--- config.mk ---
export PLATFORM = sky130hd
export DESIGN_NAME = booth_mac_iter
export DESIGN_NICKNAME = d
export VERILOG_FILES = /design/src/rtl/booth_mac_pkg.sv /design/src/rtl/booth_layer.sv /design/src/rtl/booth_mac_iter.sv
export SDC_FILE = /design/constraint.sdc
export NUM_CORES = 1
export LEC_CHECK = 0
export BUFFER_PORTS_ARGS = -buffer_cell sky130_fd_sc_hd__clkbuf_2
export CORE_ASPECT_RATIO = 0.7
export CORE_MARGIN = 1.5
export CORE_UTILIZATION = 37
export DETAILED_ROUTE_END_ITERATION = 10
export MAX_ROUTING_LAYER = met4
export PLACE_DENSITY = 0.6
export SYNTH_ARGS = -nofsm -noshare
export SYNTH_HDL_FRONTEND = slang
export SYNTH_HIERARCHICAL = 1
export SYNTH_SLANG_ARGS = --single-unit
export TNS_END_PERCENT = 10
--- constraint.sdc ---
create_clock -name clk -period 5.2 [get_ports clk]
set_input_delay 0 -clock clk [delete_from_list [all_inputs] [get_ports clk]]
set_output_delay 0 -clock clk [all_outputs]
set_load 0.02 [all_outputs]
--- src/rtl/booth_mac_pkg.sv ---
package booth_mac_pkg;

  typedef enum logic [1:0] {
    ST_IDLE = 2'd0,
    ST_ITER = 2'd1,
    ST_FIN  = 2'd2
  } mac_state_e;

  typedef struct packed {
    logic neg;
    logic one;
    logic two;
  } booth_dig_t;

  // Window bits {high, mid, low} -> digit in {-2,-1,0,+1,+2}
  function automatic booth_dig_t booth_recode(input logic [2:0] w);
    booth_dig_t d;
    d.one = w[1] ^ w[0];
    d.two = (w == 3'b011) || (w == 3'b100);
    d.neg = w[2] && !(w[1] && w[0]);
    return d;
  endfunction

endpackage

--- src/rtl/booth_layer.sv ---
module booth_layer #(
  parameter int W = 64
) (
  input  logic [W-1:0] s_i,
  input  logic [W-1:0] c_i,
  input  logic [W-1:0] x_i,
  input  logic [2:0]   win_i,
  output logic [W-1:0] s_o,
  output logic [W-1:0] c_o
);
  import booth_mac_pkg::*;

  booth_dig_t     dig;
  logic [W-1:0]   mag;
  logic [W-1:0]   pp;
  logic [W-1:0]   maj;

  always_comb begin
    dig = booth_recode(win_i);
    if (dig.two)      mag = {x_i[W-2:0], 1'b0};
    else if (dig.one) mag = x_i;
    else              mag = '0;
    pp  = dig.neg ? ~mag : mag;
    // 3:2 compression; the +1 of a negated digit rides in the freed carry LSB
    s_o = s_i ^ c_i ^ pp;
    maj = (s_i & c_i) | (s_i & pp) | (c_i & pp);
    c_o = {maj[W-2:0], dig.neg};
  end

endmodule

--- src/rtl/booth_mac_iter.sv ---
module booth_mac_iter #(
  parameter int XW     = 32,
  parameter int LAYERS = 4
) (
  input  logic            clk,
  input  logic            rst_n,
  input  logic            start_i,
  input  logic            signed_i,
  input  logic            long_i,
  input  logic            acc_en_i,
  input  logic [XW-1:0]   mcand_i,
  input  logic [XW-1:0]   mplier_i,
  input  logic [2*XW-1:0] acc_i,
  output logic [2*XW-1:0] result_o,
  output logic            busy_o,
  output logic            done_o
);
  import booth_mac_pkg::*;

  localparam int RW    = 2 * XW;
  localparam int STEP  = 2 * LAYERS;
  localparam int ITERS = XW / STEP;
  localparam int ITW   = (ITERS > 1) ? $clog2(ITERS) : 1;
  localparam logic [ITW-1:0] IT_LAST = ITW'(ITERS - 1);

  mac_state_e    st_q, st_d;
  logic [ITW-1:0] it_q, it_d;
  logic [RW-1:0] s_q, s_d, c_q, c_d, x_q, x_d, res_q, res_d;
  logic [XW-1:0] m_q, m_d;
  logic          prev_q, prev_d, fill_q, fill_d, long_q, long_d, done_q, done_d;

  logic [RW-1:0] s_ch [LAYERS+1];
  logic [RW-1:0] c_ch [LAYERS+1];
  logic [RW-1:0] sum;
  logic          rest_fill, last;

  assign s_ch[0] = s_q;
  assign c_ch[0] = c_q;

  for (genvar k = 0; k < LAYERS; k++) begin : g_layer
    logic [2:0] win;
    if (k == 0) begin : g_lo
      assign win = {m_q[1], m_q[0], prev_q};
    end else begin : g_hi
      assign win = m_q[2*k+1 : 2*k-1];
    end
    booth_layer #(.W(RW)) u_layer (
      .s_i  (s_ch[k]),
      .c_i  (c_ch[k]),
      .x_i  (x_q << (2*k)),
      .win_i(win),
      .s_o  (s_ch[k+1]),
      .c_o  (c_ch[k+1])
    );
  end

  // Unconsumed multiplier bits plus the last consumed bit all equal the fill
  assign rest_fill = fill_q ? (&m_q[XW-1:STEP-1]) : ~(|m_q[XW-1:STEP-1]);
  assign last      = rest_fill || (it_q == IT_LAST);
  assign sum       = s_q + c_q;

  always_comb begin
    st_d   = st_q;
    it_d   = it_q;
    s_d    = s_q;
    c_d    = c_q;
    x_d    = x_q;
    m_d    = m_q;
    prev_d = prev_q;
    fill_d = fill_q;
    long_d = long_q;
    res_d  = res_q;
    done_d = 1'b0;
    case (st_q)
      ST_IDLE: begin
        if (start_i) begin
          st_d   = ST_ITER;
          it_d   = '0;
          x_d    = signed_i ? {{XW{mcand_i[XW-1]}}, mcand_i} : {{XW{1'b0}}, mcand_i};
          m_d    = mplier_i;
          prev_d = 1'b0;
          fill_d = signed_i & mplier_i[XW-1];
          long_d = long_i;
          if (!acc_en_i)   s_d = '0;
          else if (long_i) s_d = acc_i;
          else             s_d = {{XW{1'b0}}, acc_i[XW-1:0]};
          // unsigned multiplier with top bit set: add the missing 2^XW * mcand
          c_d    = (!signed_i && mplier_i[XW-1]) ? {mcand_i, {XW{1'b0}}} : '0;
        end
      end
      ST_ITER: begin
        s_d    = s_ch[LAYERS];
        c_d    = c_ch[LAYERS];
        x_d    = x_q << STEP;
        m_d    = {{STEP{fill_q}}, m_q[XW-1:STEP]};
        prev_d = m_q[STEP-1];
        it_d   = it_q + 1'b1;
        if (last) st_d = ST_FIN;
      end
      ST_FIN: begin
        res_d  = long_q ? sum : {{XW{1'b0}}, sum[XW-1:0]};
        done_d = 1'b1;
        st_d   = ST_IDLE;
      end
      default: st_d = ST_IDLE;
    endcase
  end

  always_ff @(posedge clk or negedge rst_n) begin
    if (!rst_n) begin
      st_q   <= ST_IDLE;
      it_q   <= '0;
      s_q    <= '0;
      c_q    <= '0;
      x_q    <= '0;
      m_q    <= '0;
      prev_q <= 1'b0;
      fill_q <= 1'b0;
      long_q <= 1'b0;
      res_q  <= '0;
      done_q <= 1'b0;
    end else begin
      st_q   <= st_d;
      it_q   <= it_d;
      s_q    <= s_d;
      c_q    <= c_d;
      x_q    <= x_d;
      m_q    <= m_d;
      prev_q <= prev_d;
      fill_q <= fill_d;
      long_q <= long_d;
      res_q  <= res_d;
      done_q <= done_d;
    end
  end

  assign result_o = res_q;
  assign busy_o   = (st_q != ST_IDLE);
  assign done_o   = done_q;


  done_pulse_chk: assert property (@(posedge clk) disable iff (!rst_n)
    done_o |=> !done_o);


  done_after_busy_chk: assert property (@(posedge clk) disable iff (!rst_n)
    $rose(done_o) |-> $past(busy_o) && !busy_o);


  iter_cap_chk: assert property (@(posedge clk) disable iff (!rst_n)
    (st_q == ST_ITER && it_q == IT_LAST) |=> st_q == ST_FIN);


  mode_hold_chk: assert property (@(posedge clk) disable iff (!rst_n)
    busy_o |=> (!busy_o || ($stable(long_q) && $stable(fill_q))));


  short_upper_chk: assert property (@(posedge clk) disable iff (!rst_n)
    (done_o && !long_q) |-> result_o[RW-1:XW] == '0);

endmodule

==> impl_metrics.env <==
export IMPL_status="finished, final reports clean"
export IMPL_grt_pass1_wl_mm=162
export IMPL_grt_use_total_pct=24.5
export IMPL_fmax_ghz=0.219
export IMPL_drv_cap=0
export IMPL_cts_root_buf="clkbuf_16"
export IMPL_grt_ovfl_total=0
export IMPL_cts_setup_buffers=0
export IMPL_ys_seq_elements=296
export IMPL_yosys_warnings=6
export IMPL_routed_via_count=26600
export IMPL_crit_path_end_kind="flip-flop"
export IMPL_min_from="acc_en_i"
export IMPL_syn_inst=4014
export IMPL_synth_edf_count=0
export IMPL_worstPathRequired_ns=5.60
export IMPL_yosys_most_used_dff="dfrtp_1"
export IMPL_antenna_left=0
export IMPL_die_area_mm2=0.0887
export IMPL_nets=4701
export IMPL_antenna_found_initial=10
export IMPL_wl_mm=105
export IMPL_multi_input_comb_area_mm2=0.0198
export IMPL_fillers=8679
export IMPL_cts_resized=0
export IMPL_drtIter0Drc=2479
export IMPL_hp_class="primary input to flip-flop"
export IMPL_cts_sinks=296
export IMPL_area_delta_synth_final_pct=14.3
export IMPL_clock_skew_final_ns=0.0307
export IMPL_drc=0
export IMPL_crit_type="flip-flop to flip-flop"
export IMPL_clock_latency_ns=0.59
export IMPL_min_to="s_q[17]"
export IMPL_reg2reg_depth=17
export IMPL_rsz0062_at_grt="false"
export IMPL_worst_pin_slew_ns=1.14
export IMPL_num_rows=90
export IMPL_start_util_pct=37.3
export IMPL_fin_crit_ns=4.57
export IMPL_cp_max_fo=26
export IMPL_synthArstFlopShare_pct=100
export IMPL_min_period_over_period_pct=87.9
export IMPL_cts_buffers=37
export IMPL_syn_area_per_cell_um2=8.01
export IMPL_io_pins=200
export IMPL_finalHoldViolCount=0
export IMPL_cp_top_family="adder cells"
export IMPL_htreeDepth=2
export IMPL_finalSetupViolations=0
export IMPL_seqCellArea_mm2=0.00741
export IMPL_cp_slowest_cell="mux2i_4"
export IMPL_grt_max_degree=192
export IMPL_worstPathCellList="mux2i_4 -> buf_12 -> mux2i_1 -> xnor2_1 -> fa_1 -> inv_1 -> inv_1 -> fa_1 -> inv_1 -> inv_1 -> fa_1 -> inv_1 -> inv_1 -> fa_1 -> inv_1 -> nor2_1 -> a31oi_1"
export IMPL_crit_buf_inv=8
export IMPL_grt_pass1_vias=25900
export IMPL_critPathMostFrequentCell="inv_1"
export IMPL_worst_path_stages=17
export IMPL_clk_pin_slew_worst_paths_ns=0.06
export IMPL_r2r_slack_ns=0.63
export IMPL_whs_path_depth=4
export IMPL_yosysUniqueCellTypes=76
export IMPL_drt_first_pass_iters=5
export IMPL_dp_hpwl_mm=77.9
export IMPL_arrival_ns=4.97
export IMPL_die_width_um=355
export IMPL_relSlewSlack_pct=22.7
export IMPL_slowest_delay_ns=0.59
export IMPL_wire_per_inst_um=19.3
export IMPL_finalMaxSlewViolations=0
export IMPL_final_setup_tns_ns=0
export IMPL_r2r_start="m_q[1]"
export IMPL_port_buffers=199
export IMPL_drive_above_1_share_pct=7.86
export IMPL_ys_seq_area_share_pct=23.0
export IMPL_drt_vias_per_instance=4.90
export IMPL_syn_cell_area_mm2=0.0321
export IMPL_cts_buffer_depth=3
export IMPL_die_h_um=250
export IMPL_cts_tree="built"
export IMPL_regToRegEndpoint="s_q[23]"
export IMPL_cp_start_kind="flip-flop"
export IMPL_place_gp_congestion=0.918
export IMPL_core_mm2=0.0861
## cell families (layout without fill, tap and decap cells)
| group | count (synthesis) | in the layout | share of synthesized area [%] |
|---|---|---|---|
| mux | 256 | 256 | 7.97 |
| flops | 296 | 296 | 23.0 |
| other cells | 1 | 32 | 0.0117 |
| fa+ha+maj | 325 | 325 | 18.6 |
| xor+xnor | 322 | 322 | 8.77 |
| buf+inv | 1260 | 1487 | 15.9 |
| compound gates | 476 | 476 | 9.66 |
| simple gates | 1078 | 1078 | 16.1 |
## cells in the mapped netlist, types with 6 or more instances
| library cell | number | share of area [%] |
|---|---|---|
| a21o_1 | 35 | 0.82 |
| a21oi_1 | 71 | 1.1 |
| a221o_1 | 32 | 1.0 |
| a22oi_1 | 25 | 0.58 |
| a31oi_1 | 101 | 2.0 |
| and2_1 | 257 | 5.0 |
| and3_1 | 36 | 0.70 |
| buf_1 | 10 | 0.12 |
| buf_12 | 6 | 0.37 |
| buf_2 | 40 | 0.62 |
| buf_8 | 18 | 0.84 |
| clkbuf_1 | 142 | 1.7 |
| dfrtp_1 | 296 | 23 |
| fa_1 | 253 | 16 |
| ha_1 | 72 | 2.8 |
| inv_1 | 1035 | 12 |
| mux2i_1 | 256 | 8.0 |
| nand2_1 | 427 | 5.0 |
| nand2b_1 | 9 | 0.18 |
| nand3_1 | 146 | 2.3 |
| nand4_1 | 28 | 0.54 |
| nor2_1 | 132 | 1.5 |
| nor2b_1 | 7 | 0.14 |
| nor3_1 | 9 | 0.14 |
| nor4_1 | 10 | 0.19 |
| o211ai_1 | 6 | 0.14 |
| o21a_1 | 8 | 0.19 |
| o21ai_0 | 108 | 1.7 |
| o21ai_1 | 24 | 0.37 |
| o21bai_1 | 20 | 0.47 |
| xnor2_1 | 300 | 8.2 |
| xor2_1 | 22 | 0.60 |
## registers in the layout (all words and copies together), names as in the netlist
register	flops
fill_q	1
s_q	64
m_q	32
prev_q	1
result_o	64
long_q	1
st_q	2
it_q	2
done_o	1
x_q	64
c_q	64
## worst min-delay path, stage by stage
cell and delay [ns]:
clkbuf_2 0.08, buf_4 0.23, nand3_1 0.16, a31oi_1 0.09
## repair_timing
item,CTS,global route
setup endpoints to repair,0,0
hold buffers,140,0
hold endpoints to repair,355,0
## placed cells by master (no fill, tap or decap), types with 7 or more instances in the layout
cell / n
conb_1: 24
o21ai_0: 108
o21bai_1: 20
nand4_1: 28
a21oi_1: 71
xor2_1: 22
a221o_1: 32
a22oi_1: 25
clkbuf_16: 39
and2_1: 256
o21ai_1: 24
inv_1: 1035
clkbuf_1: 7
clkbuf_8: 8
nand2_1: 426
a21o_1: 35
and3_1: 36
buf_12: 13
nor4_1: 10
buf_4: 35
ha_1: 72
dlygate4sd3_1: 140
dfrtp_1: 296
o21a_1: 8
a31oi_1: 101
mux2i_1: 252
diode_2: 8
nor2_1: 132
nor3_1: 9
clkbuf_2: 198
nand3_1: 146
xnor2_1: 300
fa_1: 253
## metrics by stage
step	util [%]	hold WS, ns	std cells	area (um^2)	worst slack [ns]
finish	42.6	0.0398	5422	36700	0.629
global route	42.6	0.0187	5421	36700	0.390
CTS	42.6	0.00409	5414	36700	0.654
detailed placement	39.6	-0.00694	5213	34100	0.662
global placement	39.6	-0.00368	5213	34100	0.703
floorplan	-	-0.296	4037	32200	1.32
## final cells by class
type	instances	area share, %
antenna	8	0.0545
clock buffer	54	3.03
clock inverter	7	0.262
inverter	1039	10.6
multi-input combinational	2481	54.0
sequential	296	20.2
tap	1150	3.92
timing repair buffer	387	7.98
## layer usage
layer | up-vias | part of all wire [%] | GRT usage (%)
met3 | 85 | 8.8 | 5.36
met1 | 12900 | 48 | 36.2
met4 | 0 | 1.7 | 4.47
met5 | - | 0 | -
li1 | 12700 | - | -
met2 | 946 | 41 | 34.1
## worst max path at each step
stage | from | end
final | m_q[1] | s_q[23]
after global routing | m_q[1] | s_q[26]
after CTS | m_q[1] | s_q[23]
after detailed placement | m_q[1] | s_q[23]
after global placement | m_q[1] | s_q[23]
after floorplan | prev_q | s_q[1]
Power is left out: the tool's default activity adds up to more than one toggle a clock period on the data nets, which glitch-free logic cannot reach.
